File: src/rtl/bus_read_target.sv
module bus_read_target #(
  parameter int DW = 32,
  parameter logic [DW-1:0] BASE_ADDR = 32'h0000_1000,
  parameter int SIZE_LOG2 = 8,
  parameter logic [3:0] READ_CODE = 4'h6,
  parameter bit FAST_SEL = 1'b1,
  localparam int IW = SIZE_LOG2 - 2
) (
  input  logic          clk,
  input  logic          rst_n,
  input  logic          start_n,
  input  logic [DW-1:0] ad_in,
  input  logic [3:0]    cmd_in,
  input  logic          init_rdy_n,
  output logic [DW-1:0] ad_out,
  output logic          ad_oe,
  output logic          tgt_rdy_n,
  output logic          sel_n,
  output logic          ctl_oe,
  output logic          rd_req,
  output logic [IW-1:0] rd_addr,
  input  logic          rd_valid,
  input  logic [DW-1:0] rd_data
);

  typedef enum logic [1:0] {S_IDLE, S_TURN, S_DATA, S_LAST} st_t;

  st_t           st;
  logic          start_q;
  logic          have;
  logic          req_q;
  logic [DW-1:0] word_q;
  logic [IW-1:0] idx_q;

  wire addr_edge = (st == S_IDLE) && start_q && !start_n;
  wire hit = (ad_in[DW-1:SIZE_LOG2] == BASE_ADDR[DW-1:SIZE_LOG2]) &&
             (ad_in[1:0] == 2'b00) && (cmd_in == READ_CODE);
  wire beat = (st == S_DATA) && have && !init_rdy_n;

  always_ff @(posedge clk or negedge rst_n) begin
    if (!rst_n) begin
      st      <= S_IDLE;
      start_q <= 1'b1;
      have    <= 1'b0;
      req_q   <= 1'b0;
      word_q  <= '0;
      idx_q   <= '0;
    end else begin
      start_q <= start_n;
      req_q   <= 1'b0;
      if (rd_valid && (st == S_TURN || st == S_DATA)) begin
        have   <= 1'b1;
        word_q <= rd_data;
      end
      case (st)
        S_IDLE: if (addr_edge && hit) begin
          st    <= S_TURN;
          idx_q <= ad_in[SIZE_LOG2-1:2];
          req_q <= 1'b1;
          have  <= 1'b0;
        end
        S_TURN: st <= S_DATA;
        S_DATA: if (beat) begin
          have <= 1'b0;
          if (start_n) st <= S_LAST;
          else begin
            idx_q <= idx_q + 1'b1;
            req_q <= 1'b1;
          end
        end
        default: st <= S_IDLE;
      endcase
    end
  end

  assign rd_req    = req_q;
  assign rd_addr   = idx_q;
  assign ad_out    = word_q;
  assign ad_oe     = (st == S_DATA);
  assign ctl_oe    = (st != S_IDLE);
  assign sel_n     = !((st == S_DATA) || (FAST_SEL && st == S_TURN));
  assign tgt_rdy_n = !((st == S_DATA) && have);

  assert_turn_quiet_R3: assert property (@(posedge clk) disable iff (!rst_n)
    (addr_edge && hit) |=> (tgt_rdy_n && !ad_oe && ctl_oe && rd_req));

  assert_sel_timing_R2: assert property (@(posedge clk) disable iff (!rst_n)
    (addr_edge && hit) |=> (sel_n == !FAST_SEL));

  assert_sel_in_data_R2: assert property (@(posedge clk) disable iff (!rst_n)
    ad_oe |-> (!sel_n && ctl_oe));

  assert_hold_word_R6: assert property (@(posedge clk) disable iff (!rst_n)
    (!tgt_rdy_n && init_rdy_n) |=> (!tgt_rdy_n && $stable(ad_out)));

  assert_index_step_R7: assert property (@(posedge clk) disable iff (!rst_n)
    (beat && !start_n) |=> (rd_req && rd_addr == $past(rd_addr) + 1'b1));

  assert_release_R8: assert property (@(posedge clk) disable iff (!rst_n)
    (beat && start_n) |=> (ctl_oe && sel_n && tgt_rdy_n && !ad_oe) ##1 !ctl_oe);

  assert_miss_quiet_R9: assert property (@(posedge clk) disable iff (!rst_n)
    (addr_edge && !hit) |=> (!ctl_oe && !ad_oe && !rd_req));

  assert_no_redecode_R10: assert property (@(posedge clk) disable iff (!rst_n)
    (!ctl_oe && !start_n && !start_q) |=> !ctl_oe);

endmodule

File: config.mk
export PLATFORM = sky130hd
export DESIGN_NAME = bus_read_target
export DESIGN_NICKNAME = d
export VERILOG_FILES = /design/src/rtl/bus_read_target.sv
export SDC_FILE = /design/constraint.sdc
export NUM_CORES = 1
export LEC_CHECK = 0
export CORE_MARGIN = 3
export CORE_UTILIZATION = 34
export CTS_CLUSTER_SIZE = 16
export DETAILED_ROUTE_END_ITERATION = 8
export GPL_TIMING_DRIVEN = 0
export HOLD_SLACK_MARGIN = 0.03
export PLACE_DENSITY = 0.76
export SLEW_MARGIN = 20
export SYNTH_ARGS = -nofsm -noshare
export SYNTH_HDL_FRONTEND = slang
export SYNTH_SLANG_ARGS = --single-unit
File: constraint.sdc
create_clock -name clk -period 1.71 [get_ports clk]
set_input_delay 0.171 -clock clk [delete_from_list [all_inputs] [get_ports clk]]
set_output_delay 0.171 -clock clk [all_outputs]
set_load 0.01 [all_outputs]
After elaboration in Yosys (flattened, before gate mapping)
Index checks and enable logic that the tools add are counted.
{ "word_totals": {"ff_bits": 43, "inputBits": 73, "out_inout_bits": 43, "word_cells": 50} }
{ "classes": {"n_addsub": 1, "eq_ne": 8, "n_mux": 16, "n_reduce_logical": 19} }
{ "op_table": {"columns": ["cell", "n"], "rows": [
  ["24-bit by 5-bit equality test with 1-bit output, second input constant", 1],
  ["6-bit 2-to-1 mux", 3],
  ["6-bit case mux with 2 select lines", 1],
  ["1-bit logical AND", 8],
  ["6-bit by 1-bit adder with 6-bit output, second input constant", 1],
  ["1-bit 2-to-1 mux", 6],
  ["2-bit 2-to-1 mux", 3],
  ["2-bit case mux with 3 select lines", 1],
  ["4-bit by 3-bit equality test with 1-bit output, second input constant", 1],
  ["1-bit zero test", 4],
  ["2-bit zero test", 2],
  ["2-bit by 1-bit inequality test with 1-bit output, second input constant", 2],
  ["2-bit inequality test, second input constant", 2],
  ["1-bit case mux with 2 select lines", 2],
  ["4-bit AND reduction", 1],
  ["2-bit nonzero test", 2],
  ["3-bit AND reduction", 1],
  ["2-bit by 1-bit equality test with 1-bit output, second input constant", 1],
  ["2-bit equality test, second input constant", 1],
  ["1-bit logical OR", 1]
]} }

Depth between registers and ports, before layout
Gate-level depths: netlist (run 1).
{ "depth": {"ltp_word": 6, "mapped_depth": 9, "depth_no_buf": 7} }

Worst setup path after synthesis (run 1)
Ideal clock, no wire load.
{ "synth_path": {"path_type": "reg-to-reg", "startpoint": "reg st[0]", "endpoint": "reg idx_q[3] (netlist: rd_addr[3])", "setup_time_ns": 0.134, "arrival_time_ns": 1.792, "t_required_ns": 1.576, "setup_slack_ns": -0.216, "stages_incl_launch_ff": 10, "path_buffers": 2, "period_less_slack_ns": 1.926, "path_cell_list": "dfrtp_1 -> inv_1 -> ha_1 -> buf_4 -> nand2_1 -> or3_2 -> o21ai_1 -> and2_1 -> buf_6 -> o211ai_2"} }
{ "synth_via": {"word_cells_on_any_way": 13, "cone_classes": "eq/ne (4); mux (1); reduce/logical (8)"} }
{ "synth_lines": {"columns": ["element", "line_no", "rtl"], "rows": [
  ["from (decl)", "28", "st_t st;"],
  ["from (signal assigned)", "42", "st <= S_IDLE;"],
  ["from (signal assigned)", "57", "st <= S_TURN;"],
  ["from (signal assigned)", "62", "S_TURN: st <= S_DATA;"],
  ["2-bit equality test *", null, null],
  ["net ad_oe", "16", "output logic ad_oe,"],
  ["1-bit logical AND (2 in a row)", "38", "wire beat = (st == S_DATA) && have && !init_rdy_n;"],
  ["2-bit by 1-bit inequality test with 1-bit output (no source line)", null, null],
  ["4-bit AND reduction (no source line)", null, null],
  ["to (signal assigned)", "58", "idx_q <= ad_in[SIZE_LOG2-1:2];"],
  ["to (signal assigned)", "67", "idx_q <= idx_q + 1'b1;"],
  ["to (decl)", "33", "logic [IW-1:0] idx_q;"]
]} }
The timed path passes the listed nets; every way through them passes the cells marked *.
A chain may end at the register's enable or synchronous reset.

Worst setup path in the final report (run 1)
{ "layout_path": {"startpoint": "reg st[0]", "endpoint": "reg idx_q[2] (netlist: rd_addr[2])"} }
{ "layout_via": {"elab_chain_cells": 6, "word_cells_on_any_way": 13, "cone_classes": "eq/ne (4); mux (1); reduce/logical (8)"} }
{ "layout_rtl": {"columns": ["element", "line_no", "rtl"], "rows": [
  ["2-bit zero test", "35, 55", null],
  ["1-bit logical AND (2 in a row)", "35", "wire addr_edge = (st == S_IDLE) && start_q && !start_n;"],
  ["1-bit logical AND", "56", "S_IDLE: if (addr_edge && hit) begin"],
  ["2-bit by 1-bit inequality test with 1-bit output (no source line)", null, null],
  ["4-bit AND reduction (no source line)", null, null]
]} }
Parallel ways exist; a longest one is shown, timed or not.

==> flow_summary.ini, run 1 <==
[outcome]
status = finished, violations left
violations = setup timing

[place]
io_buffer_count = 115
dpl-instance-area_mm2 = 0.00332
place.gp.congestion = 0.742
dp_hpwl_um = 4100
dpl_worst_slack_ns = -0.295

[clock_network]
insertion_delay_ns = 0.29
cts_tree = built
clkTransAtPathRegs_ns = 0.09
clockBufferDepth = 2
cts-buffers-inserted = 5
clkSinkCount = 43
cts-htree-levels = 2
cts-root-buf = clkbuf_8

[routing]
routed_wl_um = 5250
dr.pass1.iters = 3
drc = 0
avgViaCountPerCell = 4.80
vias = 1720
drt_iter0_drc = 43
routedWlPerCell_um = 14.7
ant_nets = 0

[setup_path]
critPathArrivalTime_ns = 2.06
worst_r2r_endpoint = rd_addr[2]
crit_path_end_kind = flop
crit_required_ns = 1.93
path_class = flop to flop
reg2regPathDepth = 9
start_kind = flop
rrSetupSlack_ns = -0.13
crit_fanout = 5
rr_startpoint = st[0]

[timing]
final.min_clock_period_ns = 1.84
fin_skew_ns = 0.00609
worst_slack_ns = -0.125
slew_headroom_pct = 69.3
period_share_pct = 107
setup_tns_ns = -0.750
hold_viol_final = 0
worst_pin_slew_ns = 0.461
drv_slew = 0
rsz0062_at_grt = yes
holdWs_ns = 0.360
setup-violations-final = 8
max_freq_mhz = 545

[synthesis]
syn-num-nets = 231
synth_ff_type = dfrtp_1
synth_top_cell_by_area = dfrtp_1
yosysMostFrequentCell = dfrtp_1
synthesis.area_mm2 = 0.00202
yosysTopAreaCellShare_pct = 51.9
synth_area_leaders = dfrtp_1 52%, mux2_2 18%, ha_1 2.5%
synth_edf_count = 0
synth-async-reset-ratio_pct = 100
syn_inst = 154
ys_seq_area_share_pct = 53.2
yosysUniqueCellTypes = 35
ys_ff_latch = 43
synth_commonest_cells = 42 x dfrtp_1, 32 x mux2_2, 10 x inv_1, 6 x a21oi_1
avgSynthCellArea_um2 = 13.1
synth_warnings = 0

[floorplanning]
io_pins = 116
dieArea_mm2 = 0.00692
core_mm2 = 0.00564
start_util_pct = 35.9
die_h_um = 83.2
die_x_um = 83.2
core.rowCount = 27

[finish]
drive_gt1_share_pct = 28.7
fill_cells = 470
syn2layout_area_growth_pct = 73.5
antennaDiodeCount = 0
design_area_mm2 = 0.00351
nets = 362

[global_route]
antenna_found_initial = 0
grt_util_all_layers_pct = 15.5
grt.overflow.total = 0
grt_pass1_wl_um = 8820
first_global_vias = 1850
grt_max_degree = 27

[power_and_ir_drop]
irDropWorstVdd_v = 0.000466
pwr_density_cell_mw_per_mm2 = 812
p_total_mw = 2.85
p_leak_nw = 1.60

[run]
max_cap_viol_count = 0

[hold_path]
holdCritPathClass = primary input to asynchronous set/reset pin
==> flip-flops by register name, summed over array words and instances, names as in the netlist <==
register / count
ad_out: 32
rd_addr: 6
st: 2
have: 1
rd_req: 1
start_q: 1
==> how the worst max path moves through the flow <==
stage | slack (ns) | start | cells past startpoint | to
6_report | -0.13 | st[0] | 9 | rd_addr[2]
5_1_grt | -0.27 | st[0] | 8 | rd_addr[4]
4_1_cts | -0.11 | st[0] | 8 | rd_addr[4]
3_5_place_dp | -0.29 | start_n | 7 | rd_addr[4]
3_3_place_gp | -0.74 | rst_n | 1 | ad_out[4]
2_1_floorplan | 0.007 | st[1] | 8 | rd_addr[3]
==> layout by cell type (no fill, tap or decap), drive strengths merged <==
| cell type | netlist | final |
|---|---|---|
| nand3b | 1 | 1 |
| and3 | 4 | 4 |
| mux2 | 32 | 32 |
| dlygate4sd3 | 0 | 1 |
| dlygate4sd2 | 0 | 2 |
| nand2 | 3 | 3 |
| or3 | 2 | 2 |
| a31oi | 1 | 1 |
| nand4 | 4 | 4 |
| ha | 4 | 4 |
| o21ai | 2 | 2 |
| nor2 | 3 | 3 |
| a32o | 1 | 1 |
| nand3 | 4 | 4 |
| and2 | 1 | 1 |
| mux2i | 2 | 2 |
| clkbuf | 0 | 8 |
| dlymetal6s2s | 0 | 1 |
| o22ai | 1 | 1 |
| a41oi | 3 | 3 |
| a21oi | 8 | 8 |
| nor4b | 3 | 3 |
| o31ai | 1 | 1 |
| inv | 10 | 12 |
| clkdlybuf4s50 | 0 | 110 |
| dfrtp | 42 | 42 |
| clkdlybuf4s15 | 0 | 1 |
| o211ai | 4 | 4 |
| nor3 | 4 | 4 |
| buf | 8 | 14 |
| nor3b | 1 | 1 |
| dfstp | 1 | 1 |
| nor4 | 4 | 4 |
| clkinv | 0 | 1 |
==> power breakdown <==
group | total (mW) | leakage (nW) | internal (mW) | switching, mW
clock network | 0.679 | 0.0491 | 0.301 | 0.378
logic | 0.855 | 0.960 | 0.574 | 0.280
registers | 1.32 | 0.595 | 1.19 | 0.122
==> layout make-up <==
type	instances	area [µm²]	share of cell area (%)
flip-flops and latches	43	1080	30.7
well taps	72	90.1	2.57
inverters	10	37.5	1.07
multi-input cells	93	907	25.8
plain buffers	8	68.8	1.96
clock buffers	5	68.8	1.96
repair buffers	124	1240	35.2
clock inverters	3	26.3	0.748
==> worst max-delay path, stage by stage, from the launching register on <==
cell      delay (ns)
dfrtp_1         0.42
inv_2           0.11
ha_4            0.15
nor4b_4         0.19
nand4_2         0.15
o31ai_4         0.29
buf_6           0.15
buf_6           0.11
nand4_1         0.11
o211ai_2        0.09
==> what timing repair did <==
action | 4_1_cts | 5_1_grt
setup buffers | 5 | 1
setup endpoints to repair | 42 | 42
resized for setup | 7 | 11
pin swaps | 0 | 1
endpoints found under the hold margin | 16 | 0
cloned | 0 | 1
hold buffers | 1 | 0
==> metal layers <==
layer	vias up	track usage, %	routed length, µm
met2	57	26.9	2740
met1	833	17.6	2040
met5	-	0	0
li1	823	-	-
met3	7	5.65	401
met4	0	5.05	65
==> per-stage QoR <==
| step | cells | utilization (%) |
|---|---|---|
| CTS | 356 | 61.5 |
| global route | 358 | 62.3 |
| finish | 358 | 62.3 |
| detailed placement | 342 | 58.9 |
| floorplan | 154 | - |
| global placement | 341 | 58.6 |
==> cells by family (layout without fill, tap and decap cells) <==
family                     after synthesis  in the layout  share of synthesized area (%)
adders and majority gates                4              4                           2.47
buffers and inverters                   18            150                           4.51
muxes                                   34             34                           18.8
AOI/OAI and AO/OA                       21             21                           9.15
and+or+nand+nor                         34             34                           11.9
DFF                                     43             43                           53.2
(Power assumes the default switching activity.)
==> inputs of run 2 (changes only) <==
--- a/config.mk
+++ b/config.mk
@@ -6,12 +6,13 @@
 export NUM_CORES = 1
 export LEC_CHECK = 0
 export CORE_MARGIN = 3
-export CORE_UTILIZATION = 34
+export CORE_UTILIZATION = 45
 export CTS_CLUSTER_SIZE = 16
 export DETAILED_ROUTE_END_ITERATION = 8
+export DONT_BUFFER_PORTS = 1
 export GPL_TIMING_DRIVEN = 0
 export HOLD_SLACK_MARGIN = 0.03
-export PLACE_DENSITY = 0.76
+export PLACE_DENSITY = 0.62
 export SLEW_MARGIN = 20
 export SYNTH_ARGS = -nofsm -noshare
 export SYNTH_HDL_FRONTEND = slang
==> run 2 against run 1 <==
- the flow still finishes with violations (setup timing)
- routed wire length fell by 12%
- final cell count fell by 31%
- core utilization fell by 0.21 points
- sequential power rose by 9%
- sequential share of layout area rose by 11 points
- die area fell by 23%
- via count fell by 18%
- first-iteration DRC count rose by 28%
- clock power rose by 2%
- count of clock-buffer cells in the layout rose by 2
- critical path depth did not move
- largest power group unchanged
- highest routed layer unchanged
==> flow_summary.ini, run 2 (synthesis gave the netlist of run 1 again) <==
[finish]
design_area_mm2 = 0.00259
largest_register_ffs = 32
drive_gt1_share_pct = 41.1
final_util_pct = 62.0
mostFrequentLayoutCells = 42 x dfrtp_1, 32 x mux2_2, 25 x dlygate4sd3_1
instances_no_fill = 247
layout_commonest_cell = dfrtp_1
fill_cells = 344
regArea_mm2 = 0.00108
multi_input_area_um2 = 900
antennaDiodeCount = 0
syn2layout_area_growth_pct = 27.9
nets = 273

[timing]
slew_headroom_pct = 82.5
final.min_clock_period_ns = 1.79
worst_pin_slew_ns = 0.263
hold_viol_final = 0
rsz0062_at_grt = yes
setup-violations-final = 8
setup_tns_ns = -0.507
fin_skew_ns = 0.00733
max_freq_mhz = 558
period_share_pct = 105
drv_slew = 0
holdWs_ns = 0.0376
worst_slack_ns = -0.0825

[global_route]
grt_pass1_wl_um = 7110
first_global_vias = 1512
grt_max_degree = 44
grt_util_all_layers_pct = 16.9
grt.overflow.total = 0
antenna_found_initial = 0

[floorplanning]
die_h_um = 73.1
core_mm2 = 0.00417
dieArea_mm2 = 0.00534
io_pins = 116
start_util_pct = 48.5
core.rowCount = 23
die_x_um = 73.1

[clock_network]
clkSinkCount = 43
cts_tree = built
cts-root-buf = clkbuf_8
insertion_delay_ns = 0.29
clkTransAtPathRegs_ns = 0.08
cts-htree-levels = 2
cts-buffers-inserted = 5
clockBufferDepth = 2

[routing]
drt_iter0_drc = 55
drc = 0
routed_wl_um = 4600
routedWlPerCell_um = 18.6
vias = 1408
avgViaCountPerCell = 5.70
ant_nets = 0
dr.pass1.iters = 4

[setup_path]
path_buf_inv = 3
crit_required_ns = 1.87
path_class = flop to flop
slowest_delay_ns = 0.40
start_kind = flop
crit_fanout = 8
cp_top_family = simple AND/OR/NAND/NOR gates
crit_chain = inv_2 -> ha_4 -> buf_8 -> nand2_4 -> or3_4 -> o21ai_2 -> and2_1 -> buf_6 -> o211ai_2
critPathArrivalTime_ns = 1.96
crit_path_end_kind = flop
critPathSlowestCell = dfrtp_1

[power_and_ir_drop]
p_leak_nw = 1.26
pwr_density_cell_mw_per_mm2 = 937
p_total_mw = 2.43
irDropWorstVdd_v = 0.000585

[place]
io_buffer_count = 0
dpl-instance-area_mm2 = 0.00213
dpl_worst_slack_ns = -0.202
place_inst = 204
place.gp.congestion = 0.856
dp_hpwl_um = 3350

[hold_path]
holdCritPathClass = primary input to flop

[outcome]
violations = setup timing
status = finished, violations left

[run]
max_cap_viol_count = 0
run 2: cell type report:
class                   count  area share, %
well taps                  50           2.42
clock inverters             1          0.290
repair buffers             35           13.0
flip-flops and latches     43           41.6
plain buffers               8           2.80
inverters                  10           1.45
multi-input cells          93           34.8
clock buffers               7           3.72
run 2: path summary, 6_finish.rpt:
kind | startpoint | end | slack (ns) | cells past startpoint
hold / removal | rd_data[14] | ad_out[14] | 0.04 | 1
setup reg to reg | st[0] | rd_addr[2] | -0.08 | 9
setup / recovery | st[0] | rd_addr[2] | -0.08 | 9
hold reg to reg | ad_out[25] | ad_out[25] | 0.58 | 1
max in group asynchronous | rst_n | start_q | 1.09 | 2
min in group asynchronous | rst_n | rd_addr[5] | 0.34 | 2
run 2: repair_timing:
| item | in CTS | in global routing |
|---|---|---|
| gates cloned | 0 | 1 |
| setup endpoints to repair | 39 | 39 |
| hold endpoints to repair | 65 | 2 |
| hold buffers | 24 | 2 |
| pin swaps | 2 | 2 |
| setup buffers | 5 | 3 |
| resized for setup | 3 | 10 |
run 2: metal layers:
layer	share of wire (%)	GRT usage [%]	routed length, µm
met5	0	0	0
met1	33	18.2	1500
met2	58	31.8	2670
met3	8.8	5.65	404
met4	0.52	3.07	24
run 2: where the power goes:
| part | leakage, nW | switching, mW | internal, mW |
|---|---|---|---|
| registers | 0.595 | 0.240 | 1.20 |
| logic | 0.613 | 0.106 | 0.190 |
| clock network | 0.0505 | 0.326 | 0.367 |
| total | 1.26 | 0.673 | 1.75 |
run 2: worst register-to-register path, stage by stage (launching register included):
cell and delay, ns:
dfrtp_1 0.40, inv_2 0.10, ha_4 0.17, buf_8 0.13, nand2_4 0.07, or3_4 0.34
o21ai_2 0.09, and2_1 0.16, buf_6 0.14, o211ai_2 0.08
==> inputs of run 3 (changes only) <==
--- a/config.mk
+++ b/config.mk
@@ -6,13 +6,13 @@
 export NUM_CORES = 1
 export LEC_CHECK = 0
 export CORE_MARGIN = 3
-export CORE_UTILIZATION = 45
+export CORE_UTILIZATION = 56
 export CTS_CLUSTER_SIZE = 16
 export DETAILED_ROUTE_END_ITERATION = 8
 export DONT_BUFFER_PORTS = 1
 export GPL_TIMING_DRIVEN = 0
-export HOLD_SLACK_MARGIN = 0.03
-export PLACE_DENSITY = 0.62
+export HOLD_SLACK_MARGIN = 0.12
+export PLACE_DENSITY = 0.74
 export SLEW_MARGIN = 20
 export SYNTH_ARGS = -nofsm -noshare
 export SYNTH_HDL_FRONTEND = slang
==> run 3 against run 2 <==
- the run still ends with setup timing left
- final cell count is 5.7% higher
- sequential power hardly changed
- worst setup slack worse by 0.026 ns
- hold slack better by 0.10 ns
- clock power is 32% lower
- core utilization is 18 points higher
- critical path type unchanged
- critical endpoint is now st[0]
- total power is 7.7% lower
- register-to-register slack worse by 0.03 ns
==> flow_summary.ini, run 3 (synthesis gave the netlist of run 1 again) <==
[global_route]
grt.overflow.total = 0
grt_util_all_layers_pct = 22.5
grt_pass1_wl_um = 7440
grt_max_degree = 44
first_global_vias = 1598
antenna_found_initial = 0

[routing]
avgViaCountPerCell = 5.72
drt_iter0_drc = 72
dr.pass1.iters = 4
ant_nets = 0
routed_wl_um = 4860
vias = 1494
drc = 0
routedWlPerCell_um = 18.6

[finish]
syn2layout_area_growth_pct = 34.6
layout_commonest_cell = dlygate4sd3_1
nets = 292
final_util_pct = 79.8
mostFrequentLayoutCells = 45 x dlygate4sd3_1, 42 x dfrtp_1, 32 x mux2_2
fill_cells = 219
drive_gt1_share_pct = 36.7
antennaDiodeCount = 0
largest_register_ffs = 32

[setup_path]
cp_top_family = compound AO/OA/AOI/OAI gates
crit_required_ns = 1.96
worst_r2r_endpoint = st[0]
critPathArrivalTime_ns = 2.07
crit_fanout = 5
crit_chain = inv_2 -> ha_4 -> nor4b_4 -> nand4_2 -> o31ai_4 -> o21ai_1 -> a32o_1
worstSetupPathDepth = 7
crit_end = st[0]
reg2regPathDepth = 7
slowest_delay_ns = 0.45
path_buf_inv = 1
critPathLaunch = st[1]
rrSetupSlack_ns = -0.11
start_kind = flop
critPathSlowestCell = dfrtp_1
crit_path_end_kind = flop
rr_startpoint = st[1]
path_class = flop to flop

[power_and_ir_drop]
p_leak_nw = 1.32
irDropWorstVdd_v = 0.000527
pwr_density_cell_mw_per_mm2 = 822

[timing]
final.min_clock_period_ns = 1.82
slew_headroom_pct = 81.8
worst_slack_ns = -0.108
period_share_pct = 106
rsz0062_at_grt = yes
max_freq_mhz = 550
fin_skew_ns = 0.00285
setup-violations-final = 9
worst_pin_slew_ns = 0.271
drv_slew = 0
hold_viol_final = 0

[place]
io_buffer_count = 0
dp_hpwl_um = 3300
dpl_worst_slack_ns = -0.182
place.gp.congestion = 0.748

[hold_path]
holdCritPathClass = primary input to flop

[floorplanning]
start_util_pct = 59.3
dieArea_mm2 = 0.00437
die_h_um = 66.1
io_pins = 116
core.rowCount = 21
die_x_um = 66.1
core_mm2 = 0.00342

[clock_network]
cts-htree-levels = 2
cts_tree = built
clockBufferDepth = 2
cts-buffers-inserted = 5
clkTransAtPathRegs_ns = 0.12
cts-root-buf = clkbuf_4
insertion_delay_ns = 0.34
clkSinkCount = 43

[outcome]
status = finished, violations left
violations = setup timing

[run]
max_cap_viol_count = 0
## run 3: report_power, final
group | switching, mW | leakage, nW | internal (mW) | total (mW)
Combinational | 0.119 | 0.697 | 0.219 | 0.338
Clock | 0.318 | 0.0310 | 0.153 | 0.471
Sequential | 0.235 | 0.595 | 1.19 | 1.43
Total | 0.672 | 1.32 | 1.57 | 2.24
## run 3: metal layers
metal / share of wire, % / track usage (%)
met1: 34 / 25.1
met2: 55 / 39.3
met3: 8.9 / 7.82
met4: 2.0 / 7.87
met5: 0 / 0
## run 3: worst min-delay path: stages
cell     delay [ns]
nor4b_2        0.02
nand4_2        0.10
or3_2          0.12
nand2_1        0.04
## run 3: through the flow
| step | instance area [µm²] | hold slack (ns) | TNS, ns | total power, mW | std cells |
|---|---|---|---|---|---|
| final | 2730 | 0.141 | -0.548 | 2.24 | 261 |
| after global routing | 2730 | 0.152 | -1.63 | 2.36 | 261 |
| after CTS | 2690 | 0.128 | -0.976 | 2.26 | 258 |
| after detailed placement | 2120 | -0.124 | -5.79 | 1.68 | 200 |
| after global placement | 2120 | -0.124 | -3.19 | 1.65 | 200 |
| after floorplan | 2060 | -0.125 | 0 | 1.60 | 154 |
## run 3: how the worst min path moves through the flow
stage	endpoint	start	slack, ns	cells past startpoint
after CTS	rd_req	ad_in[22]	0.13	4
after floorplan	ad_out[0]	rst_n	-0.12	0
after global placement	rd_req	rst_n	-0.12	0
after global routing	rd_req	ad_in[22]	0.15	4
after detailed placement	rd_addr[5]	rst_n	-0.12	0
final	rd_req	ad_in[22]	0.14	4
## run 3: final cells by class
class                   count  area, µm²  share of cell area, %
repair buffers             55        538                   19.7
flip-flops and latches     43       1080                   39.5
inverters                  10       37.5                   1.38
clock inverters             2       13.8                  0.505
clock buffers               5       37.5                   1.38
well taps                  46       57.6                   2.11
multi-input cells          93        898                   33.0
plain buffers               7       65.1                   2.39
## run 3: repair_timing
action / in CTS / in global routing
hold buffers: 46 / 0
buffers inserted: 5 / 2
endpoints found under the setup margin: 39 / 40
endpoints found under the hold margin: 84 / 0
cloned: 0 / 2
pin swaps: 2 / 2
gates resized for setup: 3 / 13
